### src/rtl/lpt_pkg.sv
package lpt_pkg;
  localparam int ADDR_W = 2;
  localparam logic [ADDR_W-1:0] ADDR_CTRL   = 2'd0;
  localparam logic [ADDR_W-1:0] ADDR_PERIOD = 2'd1;
  localparam logic [ADDR_W-1:0] ADDR_HOLD   = 2'd2;

  // control word field positions
  localparam int CTL_TMR_EN   = 0;
  localparam int CTL_OSC_EN   = 1;
  localparam int CTL_OSC_ALW  = 2;
  localparam int CTL_SLP_SRC  = 3;
  localparam int CTL_DIV_LSB  = 4;
  localparam int CTL_TCLK_LSB = 8;
  localparam int CTL_MASK_LSB = 12;
  localparam int DIV_CODE_W   = 3;

  typedef enum logic [1:0] {
    TCLK_PERI  = 2'd0,
    TCLK_SLEEP = 2'd1,
    TCLK_LF    = 2'd2,
    TCLK_NONE  = 2'd3
  } tclk_sel_e;
endpackage

### src/rtl/lpt_cfg_regs.sv
module lpt_cfg_regs
  import lpt_pkg::*;
#(
  parameter int CNT_W        = 16,
  parameter int NUM_ADC      = 4,
  parameter int HOLD_W       = 8,
  parameter int HOLD_DEFAULT = 4
) (
  input  logic                  clk,
  input  logic                  rst_n,
  input  logic                  wr_en_i,
  input  logic [ADDR_W-1:0]     addr_i,
  input  logic [CNT_W-1:0]      wdata_i,
  output logic                  tmr_en_o,
  output logic                  osc_en_o,
  output logic                  osc_alw_o,
  output logic                  slp_src_o,
  output logic [DIV_CODE_W-1:0] div_code_o,
  output tclk_sel_e             tclk_o,
  output logic [NUM_ADC-1:0]    trig_mask_o,
  output logic [CNT_W-1:0]      period_o,
  output logic [HOLD_W-1:0]     hold_o
);
  logic [CNT_W-1:0] ctrl_q;

  always_ff @(posedge clk) begin
    if (!rst_n) begin
      ctrl_q   <= '0;
      period_o <= '0;
      hold_o   <= HOLD_W'(HOLD_DEFAULT);
    end else if (wr_en_i) begin
      case (addr_i)
        ADDR_CTRL:   ctrl_q   <= wdata_i;
        ADDR_PERIOD: period_o <= wdata_i;
        ADDR_HOLD:   hold_o   <= wdata_i[HOLD_W-1:0];
        default:     ;
      endcase
    end
  end

  assign tmr_en_o    = ctrl_q[CTL_TMR_EN];
  assign osc_en_o    = ctrl_q[CTL_OSC_EN];
  assign osc_alw_o   = ctrl_q[CTL_OSC_ALW];
  assign slp_src_o   = ctrl_q[CTL_SLP_SRC];
  assign div_code_o  = ctrl_q[CTL_DIV_LSB +: DIV_CODE_W];
  assign tclk_o      = tclk_sel_e'(ctrl_q[CTL_TCLK_LSB +: 2]);
  assign trig_mask_o = ctrl_q[CTL_MASK_LSB +: NUM_ADC];

  wire unused_ctrl = ^{ctrl_q[7], ctrl_q[11:10], wdata_i};
endmodule

### src/rtl/lpt_sleep_div.sv
module lpt_sleep_div
  import lpt_pkg::*;
#(
  parameter int DIV_LOG = 4
) (
  input  logic                  clk,
  input  logic                  rst_n,
  input  logic                  lposc_tick_i,
  input  logic                  mfclk_tick_i,
  input  logic                  slp_src_i,
  input  logic [DIV_CODE_W-1:0] div_code_i,
  output logic                  dslp_tick_o
);
  logic               src_tick;
  logic [DIV_LOG-1:0] phase_q;
  logic [DIV_LOG-1:0] sel_mask;

  assign src_tick = slp_src_i ? mfclk_tick_i : lposc_tick_i;

  // code k selects the low k phase bits; codes past DIV_LOG saturate
  genvar gi;
  generate
    for (gi = 0; gi < DIV_LOG; gi++) begin : g_mask
      assign sel_mask[gi] = (int'(div_code_i) > gi);
    end
  endgenerate

  always_ff @(posedge clk) begin
    if (!rst_n)        phase_q <= '0;
    else if (src_tick) phase_q <= phase_q + 1'b1;
  end

  assign dslp_tick_o = src_tick && ((phase_q & sel_mask) == sel_mask);

  assert_div_no_back_to_back_R4: assert property (@(posedge clk) disable iff (!rst_n)
    (div_code_i != '0 && $stable(div_code_i) && $past(dslp_tick_o)) |-> !dslp_tick_o);
endmodule

### src/rtl/lpt_down_timer.sv
module lpt_down_timer
  import lpt_pkg::*;
#(
  parameter int CNT_W   = 16,
  parameter int NUM_ADC = 4
) (
  input  logic               clk,
  input  logic               rst_n,
  input  logic               en_i,
  input  tclk_sel_e          tclk_i,
  input  logic               peri_tick_i,
  input  logic               dslp_tick_i,
  input  logic               lf_tick_i,
  input  logic [CNT_W-1:0]   period_i,
  input  logic [NUM_ADC-1:0] mask_i,
  output logic               fire_o,
  output logic [NUM_ADC-1:0] trig_o
);
  logic             tick;
  logic             armed_q;
  logic [CNT_W-1:0] cnt_q;

  always_comb begin
    case (tclk_i)
      TCLK_PERI:  tick = peri_tick_i;
      TCLK_SLEEP: tick = dslp_tick_i;
      TCLK_LF:    tick = lf_tick_i;
      default:    tick = 1'b0;
    endcase
  end

  assign fire_o = en_i && armed_q && tick && (cnt_q == '0);

  always_ff @(posedge clk) begin
    if (!rst_n || !en_i) begin
      cnt_q   <= '0;
      armed_q <= 1'b0;
    end else if (!armed_q) begin
      cnt_q   <= period_i;
      armed_q <= 1'b1;
    end else if (tick) begin
      cnt_q   <= (cnt_q == '0) ? period_i : cnt_q - 1'b1;
    end
  end

  genvar gi;
  generate
    for (gi = 0; gi < NUM_ADC; gi++) begin : g_trig
      always_ff @(posedge clk) begin
        if (!rst_n) trig_o[gi] <= 1'b0;
        else        trig_o[gi] <= fire_o && mask_i[gi];
      end
    end
  endgenerate

  assert_no_trig_when_idle_R9: assert property (@(posedge clk) disable iff (!rst_n)
    (|trig_o) |-> $past(en_i));
  assert_trig_within_mask_R7: assert property (@(posedge clk) disable iff (!rst_n)
    (trig_o & ~$past(mask_i)) == '0);
  assert_reserved_clock_silent_R5: assert property (@(posedge clk) disable iff (!rst_n)
    (|trig_o) |-> ($past(tclk_i) != TCLK_NONE));
endmodule

### src/rtl/lpt_osc_gate.sv
module lpt_osc_gate #(
  parameter int HOLD_W = 8
) (
  input  logic              clk,
  input  logic              rst_n,
  input  logic              osc_en_i,
  input  logic              osc_alw_i,
  input  logic              fire_i,
  input  logic              lposc_tick_i,
  input  logic [HOLD_W-1:0] hold_i,
  output logic              osc_req_o
);
  logic [HOLD_W-1:0] remain_q;
  logic              duty_active;

  always_ff @(posedge clk) begin
    if (!rst_n || !osc_en_i || osc_alw_i)    remain_q <= '0;
    else if (fire_i)                         remain_q <= hold_i;
    else if (lposc_tick_i && remain_q != '0) remain_q <= remain_q - 1'b1;
  end

  assign duty_active = (remain_q != '0);
  assign osc_req_o   = osc_en_i && (osc_alw_i || duty_active);

  assert_duty_rise_on_fire_R11: assert property (@(posedge clk) disable iff (!rst_n)
    $rose(duty_active) |-> $past(fire_i));
  assert_off_clears_hold_R12: assert property (@(posedge clk) disable iff (!rst_n)
    !$past(osc_en_i) |-> !duty_active);
endmodule

### src/rtl/lpt_trigger_timer.sv
module lpt_trigger_timer
  import lpt_pkg::*;
#(
  parameter int CNT_W        = 16,
  parameter int NUM_ADC      = 4,
  parameter int HOLD_W       = 8,
  parameter int HOLD_DEFAULT = 4,
  parameter int DIV_LOG      = 4
) (
  input  logic               clk,
  input  logic               rst_n,
  input  logic               cfg_wr_en,
  input  logic [1:0]         cfg_addr,
  input  logic [CNT_W-1:0]   cfg_wdata,
  input  logic               lposc_tick,
  input  logic               mfclk_tick,
  input  logic               peri_tick,
  input  logic               lf_tick,
  output logic [NUM_ADC-1:0] adc_trig,
  output logic               osc_req
);
  logic                  tmr_en, osc_en, osc_alw, slp_src, dslp_tick, fire;
  logic [DIV_CODE_W-1:0] div_code;
  tclk_sel_e             tclk;
  logic [NUM_ADC-1:0]    trig_mask;
  logic [CNT_W-1:0]      period;
  logic [HOLD_W-1:0]     hold;

  lpt_cfg_regs #(.CNT_W(CNT_W), .NUM_ADC(NUM_ADC), .HOLD_W(HOLD_W),
                 .HOLD_DEFAULT(HOLD_DEFAULT)) u_regs (
    .clk(clk), .rst_n(rst_n), .wr_en_i(cfg_wr_en), .addr_i(cfg_addr),
    .wdata_i(cfg_wdata), .tmr_en_o(tmr_en), .osc_en_o(osc_en),
    .osc_alw_o(osc_alw), .slp_src_o(slp_src), .div_code_o(div_code),
    .tclk_o(tclk), .trig_mask_o(trig_mask), .period_o(period), .hold_o(hold));

  lpt_sleep_div #(.DIV_LOG(DIV_LOG)) u_div (
    .clk(clk), .rst_n(rst_n), .lposc_tick_i(lposc_tick),
    .mfclk_tick_i(mfclk_tick), .slp_src_i(slp_src), .div_code_i(div_code),
    .dslp_tick_o(dslp_tick));

  lpt_down_timer #(.CNT_W(CNT_W), .NUM_ADC(NUM_ADC)) u_timer (
    .clk(clk), .rst_n(rst_n), .en_i(tmr_en), .tclk_i(tclk),
    .peri_tick_i(peri_tick), .dslp_tick_i(dslp_tick), .lf_tick_i(lf_tick),
    .period_i(period), .mask_i(trig_mask), .fire_o(fire), .trig_o(adc_trig));

  lpt_osc_gate #(.HOLD_W(HOLD_W)) u_osc (
    .clk(clk), .rst_n(rst_n), .osc_en_i(osc_en), .osc_alw_i(osc_alw),
    .fire_i(fire), .lposc_tick_i(lposc_tick), .hold_i(hold),
    .osc_req_o(osc_req));

  assert_quiet_after_reset_R1: assert property (@(posedge clk) disable iff (!rst_n)
    !$past(rst_n) |-> (adc_trig == '0 && !osc_req));
endmodule

### config.mk
export PLATFORM = sky130hd
export DESIGN_NAME = lpt_trigger_timer
export DESIGN_NICKNAME = d
export VERILOG_FILES = /design/src/rtl/lpt_pkg.sv /design/src/rtl/lpt_cfg_regs.sv /design/src/rtl/lpt_sleep_div.sv /design/src/rtl/lpt_down_timer.sv /design/src/rtl/lpt_osc_gate.sv /design/src/rtl/lpt_trigger_timer.sv
export SDC_FILE = /design/constraint.sdc
export NUM_CORES = 1
export LEC_CHECK = 0
export ABC_AREA = 0
export ABC_CLOCK_PERIOD_IN_PS = 3150
export BUFFER_PORTS_ARGS = -buffer_cell sky130_fd_sc_hd__buf_2
export CAP_MARGIN = 20
export CORE_MARGIN = 2
export CORE_UTILIZATION = 50
export DETAILED_ROUTE_END_ITERATION = 10
export PLACE_DENSITY = 0.75
export REMOVE_ABC_BUFFERS = 1
export SYNTH_ARGS = -nofsm -noshare
export SYNTH_HDL_FRONTEND = slang
export SYNTH_SLANG_ARGS = --single-unit
### constraint.sdc
create_clock -name clk -period 3.15 [get_ports clk]
set_clock_uncertainty 0.2 [all_clocks]
set_input_delay 0 -clock clk [delete_from_list [all_inputs] [get_ports clk]]
set_output_delay 0 -clock clk [all_outputs]
set_load 0.1 [all_outputs]
==> results of run 1 <==
-- registers in the layout, indices dropped and copies added (netlist names) --
register,cells
u_timer.armed_q,1
u_regs.hold_o,8
u_timer.trig_o,4
u_regs.ctrl_q,13
u_regs.period_o,16
u_osc.remain_q,8
u_div.phase_q,4
u_timer.cnt_q,16
-- what timing repair did --
item                                   in CTS  in global routing
hold buffers                               25                  0
endpoints found under the hold margin      48                  0
setup endpoints to repair                   0                  0
setup buffers                               0                  0
-- per-layer routing --
layer,track usage,part of all wire,up-vias
li1,-,-,1464
met1,0.268,0.44,1386
met2,0.378,0.49,72
met3,0.0749,0.049,8
met4,0.0765,0.011,0
met5,0,0,-
-- power by group through the flow --
stage | Combinational (mW) | Clock (mW) | Sequential [mW]
2_1_floorplan | 0.0676 | 0 | 0.934
3_3_place_gp | 0.113 | 0 | 0.938
3_5_place_dp | 0.117 | 0 | 0.939
4_1_cts | 0.139 | 0.909 | 0.918
5_1_grt | 0.155 | 0.949 | 0.921
6_report | 0.141 | 0.897 | 0.919
-- critical path, stage by stage (launching register included) --
cell and delay, ns:
dfxtp_1 0.34, inv_1 0.06, ha_1 0.18, or3b_2 0.54
or4_4 0.53, o21ai_1 0.21, buf_4 0.26, o32ai_1 0.10
o31a_1 0.25
-- cell usage after synthesis (2+ instances only) --
cell | count | share of area
nand2_1 | 71 | 0.081
dfxtp_1 | 70 | 0.43
a21boi_0 | 32 | 0.073
a21oi_1 | 24 | 0.037
nor2_1 | 21 | 0.024
clkbuf_1 | 19 | 0.022
nor3_1 | 16 | 0.024
mux2i_1 | 12 | 0.037
o21ai_1 | 10 | 0.015
nor4_1 | 9 | 0.017
and3_1 | 8 | 0.015
inv_1 | 8 | 0.0092
nor2b_1 | 7 | 0.013
o211ai_1 | 6 | 0.014
or3_1 | 6 | 0.011
xnor2_1 | 6 | 0.016
a211oi_1 | 4 | 0.0092
ha_1 | 4 | 0.015
nand2b_1 | 4 | 0.0076
nand3_1 | 4 | 0.0061
o22ai_1 | 4 | 0.0076
a211oi_2 | 3 | 0.011
and2_1 | 3 | 0.0057
buf_6 | 3 | 0.010
nand3b_1 | 3 | 0.0069
nand4_1 | 3 | 0.0057
o21ai_0 | 3 | 0.0046
and3b_1 | 2 | 0.0053
buf_2 | 2 | 0.0031
nor3b_1 | 2 | 0.0046
or3b_2 | 2 | 0.0053
or4_1 | 2 | 0.0046
or4_4 | 2 | 0.0069
-- path summary, 6_finish.rpt --
path	from	endpoint	slack, ns	cells past startpoint
worst max register to register	u_timer.cnt_q[0]	u_timer.cnt_q[0]	0.38	8
worst min register to register	u_regs.ctrl_q[12]	u_regs.ctrl_q[12]	0.26	2
worst max-delay path	u_timer.cnt_q[0]	u_timer.cnt_q[0]	0.38	8
worst min-delay path	lf_tick	u_timer.cnt_q[2]	0.1	7
-- kinds of logic (layout without fill, tap and decap cells) --
family	Yosys count	count (layout)	share of synthesized area
and+or+nand+nor	171	171	0.265
xor gates and xnor gates	6	6	0.0160
AOI/OAI and AO/OA	93	93	0.192
DFF	70	70	0.427
adders and majority gates	4	4	0.0153
muxes	13	13	0.0400
buffers and inverters	32	84	0.0442
-- per-stage QoR --
| step | TNS [ns] | power (mW) | instance area (um2) |
|---|---|---|---|
| floorplan | -0.332 | 1.00 | 3170 |
| global placement | 0 | 1.05 | 3450 |
| detailed placement | 0 | 1.06 | 3450 |
| CTS | 0 | 1.97 | 3950 |
| global route | 0 | 2.02 | 3950 |
| finish | 0 | 1.96 | 3950 |
-- placed cells by master (no fill, tap or decap), types with 6 or more instances in the layout --
cell           count
buf_4              6
and3_1             8
dlygate4sd3_1     25
or3_1              6
nor2_1            21
mux2i_1           12
nor3_1            16
buf_2             29
nor2b_1            7
o21ai_1           10
inv_1              8
dfxtp_1           70
nand2_1           71
clkbuf_8          10
o211ai_1           6
a21boi_0          32
a21oi_1           24
xnor2_1            6
nor4_1             9
-- layout make-up --
class | count | area, um2 | share of cell area
clock buffer | 11 | 141 | 0.0358
clock inverter | 5 | 106 | 0.0269
inverter | 8 | 30.0 | 0.00760
multi-input combinational | 287 | 1740 | 0.439
sequential | 70 | 1400 | 0.355
tap | 77 | 96.3 | 0.0244
timing repair buffer | 60 | 440 | 0.111
==> metrics.csv, run 1 <==
stage,metric,value,unit
layout,area_delta_synth_final,20.4,%
sta,worstMarginPinSlew,0.665,ns
routing,route.detailed.drc,0,
sta,fin_hold_ws,0.0951,ns
worst_hold_path,hold_path.class,input port to flip-flop,
yosys,synth_cell_types,47,
critical_path,worstPathArrival,2.82,ns
clock_tree,cts_tree,built,
floorplan,dieArea,0.00723,mm2
global_route,grt_overflow,0,
layout,final_layout_size_suffix_gt1_frac,0.141,
routing,first_pass_iters,4,
yosys,dominantRegCellSynth,dfxtp_1,
critical_path,critPathLaunchType,flip-flop,
clock_tree,clockRootBuffer,clkbuf_8,
clock_tree,insertion_delay,0.35,ns
yosys,syn_area,0.00328,mm2
layout,fin_cells,518,
clock_tree,clockBufferDepth,2,
yosys,syn_inst,389,
routing,drt_iter0_markers,134,
placed_design,place.port_buffers,29,
routing,viasPerCell,5.66,
sta,fin_crit_sh,0.881,
global_route,grt_pass1_vias,2861,
pwr,intPower,1.52,mW
pwr,clkPwrFrac,0.459,
pwr,ir_drop,0.488,mV
global_route,grt_pass1_wl,12900,um
yosys,synth_edf_count,0,
sta,hold_viol_final,0,
placed_design,hpwlAfterDp,5090,um
sta,setup_viol_count_final,0,
routing,wirelength,7640,um
pwr,power.leakage,1.56,nW
pwr,seqPwrFrac,0.470,
yosys,async_flop_share,0,
placed_design,dp_slack,0.402,ns
yosys,synth_seq_cells,70,
sta,rsz0062_at_grt,no,
job,drv_cap,0,
global_route,grt_max_degree,46,
pwr,p_comb_frac,0.072,
sta,fin_ws,0.376,ns
yosys,yosys_warnings,0,
layout,diodes,0,
floorplan,die_w,85.0,um
pwr,powerDensity,495,mW/mm2
floorplan,core.rowCount,29,
outcome,status,finished clean,
routing,vias,2930,
global_route,antenna_found_initial,0,
layout,utilization,0.622,
routing,drtAntennaViolNets,0,
floorplan,core_area,0.00635,mm2
layout,fillCellCount,534,
critical_path,path_max_fanout,20,
sta,fin_crit,2.77,ns
clock_tree,clock-sinks,70,
global_route,grt_usage,0.224,
floorplan,die_h,85.0,um
placed_design,dp.cells,477,
layout,final_nets,465,
clock_tree,cts_resized,0,
critical_path,crit_type,flip-flop to flip-flop,
yosys,ys_seq_area_frac,0.427,
floorplan,io_pins,30,
yosys,syn_avg_cell_area,8.44,um2
pwr,power_switching,0.436,mW
sta,relSlewSlack,0.555,
floorplan,start_util,0.517,
clock_tree,clkTransAtPathRegs,0.07,ns
placed_design,place.gp.congestion,0.846,
routing,wl_per_cell,14.8,um
sta,fmax,360,MHz
clock_tree,cts_made_buffers,9,
pwr,swShare,0.223,
critical_path,end_kind,flip-flop,
sta,slew_viol_final,0,
clock_tree,h-tree-depth,3,
critical_path,cp.required,3.20,ns
No activity file was read; power rests on OpenSTA's default activity.
==> run 2: changes to the inputs <==
--- a/config.mk
+++ b/config.mk
@@ -9,11 +9,14 @@
 export ABC_CLOCK_PERIOD_IN_PS = 3150
 export BUFFER_PORTS_ARGS = -buffer_cell sky130_fd_sc_hd__buf_2
 export CAP_MARGIN = 20
+export CELL_PAD_IN_SITES_DETAIL_PLACEMENT = 1
+export CELL_PAD_IN_SITES_GLOBAL_PLACEMENT = 2
 export CORE_MARGIN = 2
-export CORE_UTILIZATION = 50
+export CORE_UTILIZATION = 36
 export DETAILED_ROUTE_END_ITERATION = 10
-export PLACE_DENSITY = 0.75
+export PLACE_DENSITY = 0.85
 export REMOVE_ABC_BUFFERS = 1
+export SKIP_LAST_GASP = 1
 export SYNTH_ARGS = -nofsm -noshare
 export SYNTH_HDL_FRONTEND = slang
 export SYNTH_SLANG_ARGS = --single-unit
==> run 2 against run 1 <==
Via count grew 0.41%. Die area increased by 37%. Clock-buffer cell count increased by 1. Critical path type unchanged. Critical endpoint unchanged. Highest routed layer unchanged. Utilization down 17 points. Largest cell class unchanged. Worst setup slack improved by 0.030 ns.
==> metrics.csv, run 2 (synthesis results as in run 1) <==
stage,metric,value,unit
outcome,status,finished clean,
global_route,grt_pass1_wl,14900,um
worst_hold_path,hp-start,lf_tick,
floorplan,dieArea,0.00990,mm2
floorplan,start_util,0.375,
critical_path,path_max_fanout,19,
clock_tree,clockBufferDepth,2,
floorplan,core_area,0.00876,mm2
critical_path,rr_worst_depth,8,
floorplan,core.rowCount,34,
critical_path,r2r-start,u_timer.cnt_q[0],
layout,diodes,0,
layout,final_nets,468,
sta,fin_crit_sh,0.871,
sta,relSlewSlack,0.554,
placed_design,place.gp.congestion,0.776,
sta,setup_viol_count_final,0,
floorplan,die_w,99.5,um
pwr,powerDensity,446,mW/mm2
clock_tree,clockRootBuffer,clkbuf_8,
clock_tree,cts_made_buffers,9,
critical_path,critPathLaunchType,flip-flop,
global_route,antenna_found_initial,0,
sta,fin_crit,2.74,ns
floorplan,die_h,99.5,um
sta,worstMarginPinSlew,0.668,ns
global_route,grt_usage,0.188,
critical_path,regToRegEndpoint,u_timer.cnt_q[0],
pwr,ir_drop,0.281,mV
routing,vias,2942,
critical_path,cp.required,3.19,ns
layout,largest_registers,"u_regs.period_o (16), u_timer.cnt_q (16), u_regs.ctrl_q (13)",
sta,slew_viol_final,0,
routing,route.detailed.drc,0,
routing,drt_iter0_markers,111,
routing,wl_per_cell,15.6,um
sta,rsz0062_at_grt,no,
placed_design,hpwlAfterDp,5900,um
critical_path,cp-startpoint,u_timer.cnt_q[0],
critical_path,end_kind,flip-flop,
critical_path,worstPathArrival,2.78,ns
sta,fmax,364,MHz
routing,viasPerCell,5.33,
critical_path,crit_path_end,u_timer.cnt_q[0],
routing,wirelength,8620,um
routing,drtAntennaViolNets,0,
critical_path,crit_type,flip-flop to flip-flop,
clock_tree,insertion_delay,0.35,ns
clock_tree,clkTransAtPathRegs,0.08,ns
sta,final.setup.tns,0,ns
layout,final_common_cell,nand2_1,
global_route,grt_max_degree,30,
layout,layout_common_cells,"nand2_1 (71), dfxtp_1 (70), a21boi_0 (32)",
pwr,p_total,1.77,mW
job,drv_cap,0,
global_route,grt_overflow,0,
sta,hold_viol_final,0,
layout,final_layout_size_suffix_gt1_frac,0.144,
pwr,power.leakage,1.54,nW
floorplan,io_pins,30,
sta,fin_hold_ws,0.0901,ns
clock_tree,h-tree-depth,3,
layout,utilization,0.452,
critical_path,r2r_slack,0.41,ns
worst_hold_path,hold_path.class,input port to flip-flop,
routing,first_pass_iters,4,
clock_tree,cts_tree,built,
clock_tree,clock-sinks,70,
placed_design,place.port_buffers,29,
global_route,grt_pass1_vias,3166,
layout,area_delta_synth_final,20.8,%
[run 2: cell types whose count changed in the layout (fill, tap and decap cells not counted)]
cell,delta
dlygate4sd3_1,+2
buf_4,+1
clkbuf_1,-1
bufinv_16,-3
inv_6,+1
clkinvlp_4,+1
clkinv_2,+1
clkbuf_8,+2
clkinv_4,-1
[run 2: worst min-delay path by stage]
stage | cells after the start | slack, ns | end
5_1_grt | 7 | 0.14 | u_timer.cnt_q[2]
6_report | 7 | 0.09 | u_timer.cnt_q[2]
4_1_cts | 7 | 0.09 | u_timer.cnt_q[2]
3_5_place_dp | 3 | 0.06 | u_regs.period_o[11]
2_1_floorplan | 1 | -0.14 | u_regs.hold_o[2]
3_3_place_gp | 3 | 0.06 | u_regs.period_o[10]
[run 2: where the power goes]
group	switching [mW]	internal (mW)	leakage (nW)
Sequential	0.0148	0.904	0.567
Combinational	0.0759	0.0704	0.880
Clock	0.350	0.352	0.0950
[run 2: critical path, cell delays in order, from the launching register on]
cell	delay [ns]
dfxtp_1	0.34
inv_1	0.06
ha_1	0.16
or3b_2	0.55
or4_4	0.54
o21ai_1	0.19
buf_4	0.25
o32ai_1	0.10
o31a_1	0.25
[run 2: final cells by class]
type | count | area [um2]
clock buffers | 12 | 165
fillers | 1058 | 4800
inverters | 8 | 30.0
repair buffers | 63 | 468
flip-flops and latches | 70 | 1400
well taps | 108 | 135
clock inverters | 4 | 28.8
multi-input cells | 287 | 1740
[run 2: through the flow]
| step | worst slack (ns) | instances | instance area (um2) |
|---|---|---|---|
| global route | 0.218 | 552 | 3960 |
| finish | 0.405 | 552 | 3960 |
| floorplan | -0.108 | 365 | 3170 |
| global placement | 0.481 | 509 | 3500 |
| detailed placement | 0.430 | 509 | 3500 |
| CTS | 0.405 | 552 | 3960 |
[run 2: timing repair]
item,CTS,global route
gates resized for setup,0,0
setup buffers,0,0
setup endpoints to repair,0,0
endpoints found under the hold margin,43,0
hold buffers,27,0
[run 2: routing by layer]
layer / vias up / part of all wire / wire (um) / global-route usage
met5: - / 0 / 0 / 0
met4: 0 / 0.011 / 94 / 0.0590
met3: 11 / 0.026 / 220 / 0.0401
met2: 34 / 0.49 / 4180 / 0.327
met1: 1430 / 0.48 / 4120 / 0.234
li1: 1467 / - / - / -
==> run 3: changes to the inputs <==
--- a/config.mk
+++ b/config.mk
@@ -15,7 +15,6 @@
 export CORE_UTILIZATION = 36
 export DETAILED_ROUTE_END_ITERATION = 10
 export PLACE_DENSITY = 0.85
-export REMOVE_ABC_BUFFERS = 1
 export SKIP_LAST_GASP = 1
 export SYNTH_ARGS = -nofsm -noshare
 export SYNTH_HDL_FRONTEND = slang
==> run 3 against run 2 <==
Clock power decreased by 2%. Largest power group unchanged. Fmax increased by 0.37%. Critical endpoint unchanged. Sequential power about the same. First-iteration DRC count decreased by 14%.
==> metrics.csv, run 3 (synthesis results as in run 1) <==
stage,metric,value,unit
sta,final.setup.tns,0,ns
layout,fillCellCount,1077,
pwr,ir_drop,0.232,mV
routing,route.detailed.drc,0,
floorplan,core_area,0.00876,mm2
pwr,powerDensity,443,mW/mm2
pwr,power_switching,0.433,mW
floorplan,io_pins,30,
critical_path,cp.required,3.18,ns
clock_tree,hold_buffers,28,
layout,layout_common_cells,"nand2_1 (71), dfxtp_1 (70), a21boi_0 (32)",
routing,top_layer,met4,
routing,viasPerCell,5.24,
routing,route.layer.met1.wl,4240,um
sta,fmax,366,MHz
sta,hold_viol_final,0,
clock_tree,clkTransAtPathRegs,0.08,ns
routing,drt_iter0_markers,96,
floorplan,dieArea,0.00990,mm2
pwr,swShare,0.247,
placed_design,hpwlAfterDp,5960,um
sta,worstMarginPinSlew,0.721,ns
sta,rsz0062_at_grt,no,
worst_hold_path,hold_path.class,input port to flip-flop,
critical_path,regToRegEndpoint,u_timer.cnt_q[0],
pwr,seqPwrFrac,0.524,
placed_design,place_area,0.00350,mm2
critical_path,end_kind,flip-flop,
sta,fin_crit,2.73,ns
sta,relSlewSlack,0.513,
yosys,syn-num-nets,418,
pwr,clkPwrFrac,0.392,
critical_path,critPathLaunchType,flip-flop,
floorplan,start_util,0.375,
layout,final_common_cell,nand2_1,
critical_path,cp-startpoint,u_timer.cnt_q[0],
worst_hold_path,hold-path-cell-count,3,
global_route,grt_max_degree,48,
critical_path,rr_worst_depth,8,
global_route,grt_pass1_vias,3097,
clock_tree,clock-sinks,70,
placed_design,place.gp.congestion,0.764,
placed_design,place.port_buffers,29,
clock_tree,cts_resized,0,
clock_tree,cts_tree,built,
layout,seq_area,0.00140,mm2
clock_tree,cts_setup_buffers,0,
critical_path,r2r-start,u_timer.cnt_q[0],
critical_path,path_max_fanout,17,
floorplan,die_w,99.5,um
clock_tree,cts_made_buffers,9,
routing,dr_wl_met2,4250,um
worst_hold_path,holdPathEnd,u_regs.period_o[4],
critical_path,worstPathArrival,2.77,ns
routing,drtAntennaViolNets,0,
job,drv_cap,0,
sta,setup_viol_count_final,0,
layout,final_layout_size_suffix_gt1_frac,0.142,
layout,design_area,0.00397,mm2
routing,dr_wl_met3,237,um
layout,final_nets,469,
layout,multi_input_area,0.00174,mm2
routing,vias,2897,
layout,area_delta_synth_final,20.9,%
clock_tree,insertion_delay,0.35,ns
pwr,p_comb_frac,0.084,
critical_path,crit_type,flip-flop to flip-flop,
clock_tree,h-tree-depth,3,
global_route,grt_overflow,0,
clock_tree,clockRootBuffer,clkbuf_8,
routing,wl_per_cell,16.1,um
global_route,antenna_found_initial,0,
layout,largest_registers,"u_regs.period_o (16), u_timer.cnt_q (16), u_regs.ctrl_q (13)",
clock_tree,clockBufferDepth,2,
sta,fin_crit_sh,0.868,
layout,diodes,0,
critical_path,r2r_slack,0.42,ns
sta,slew_viol_final,0,
routing,wirelength,8900,um
global_route,grt_pass1_wl,15000,um
worst_hold_path,hp-start,rst_n,
pwr,power.leakage,1.54,nW
routing,first_pass_iters,4,
global_route,grt_usage,0.191,
pwr,intPower,1.32,mW
floorplan,die_h,99.5,um
floorplan,core.rowCount,34,
outcome,status,finished clean,
-- run 3: per-stage QoR --
step                power (mW)  hold WS (ns)  utilization  setup WS [ns]  instances
floorplan                 1.01       -0.0749            -          0.508        389
global placement          1.06        0.0537        0.399          0.490        509
detailed placement        1.06        0.0591        0.399          0.411        509
CTS                       1.77        0.0379        0.453          0.393        553
global route              1.83        0.0565        0.453          0.259        553
finish                    1.76        0.0337        0.453          0.415        553
-- run 3: power by group through the flow --
| stage | Sequential [mW] | Combinational (mW) | Clock (mW) |
|---|---|---|---|
| 2_1_floorplan | 0.934 | 0.0772 | 0 |
| 3_3_place_gp | 0.939 | 0.120 | 0 |
| 3_5_place_dp | 0.940 | 0.123 | 0 |
| 4_1_cts | 0.919 | 0.148 | 0.701 |
| 5_1_grt | 0.922 | 0.165 | 0.743 |
| 6_report | 0.920 | 0.147 | 0.689 |
-- run 3: area by class of cell --
| type | count | area share |
|---|---|---|
| clock buffers | 13 | 0.0426 |
| clock inverters | 3 | 0.00442 |
| inverters | 8 | 0.00757 |
| multi-input cells | 287 | 0.438 |
| flip-flops and latches | 70 | 0.353 |
| well taps | 108 | 0.0341 |
| repair buffers | 64 | 0.121 |
-- run 3: how the worst max path moves through the flow --
stage               slack, ns                end
finish                   0.42   u_timer.cnt_q[0]
global route             0.26  u_timer.cnt_q[15]
CTS                      0.39  u_osc.remain_q[4]
detailed placement       0.41  u_osc.remain_q[4]
global placement         0.49   u_timer.cnt_q[0]
floorplan                0.51  u_osc.remain_q[5]
-- run 3: worst max-delay path: stages, from the launching register on --
cell and delay, ns:
dfxtp_1 0.33, inv_1 0.07, ha_1 0.17, or3b_2 0.54
or4_4 0.54, o21ai_1 0.19, buf_4 0.24, o32ai_1 0.10
o31a_1 0.25
-- run 3: per-layer routing --
metal | global-route usage | vias up
li1 | - | 1469
met1 | 0.239 | 1372
met2 | 0.331 | 44
met3 | 0.0288 | 12
met4 | 0.0717 | 0
met5 | 0 | -
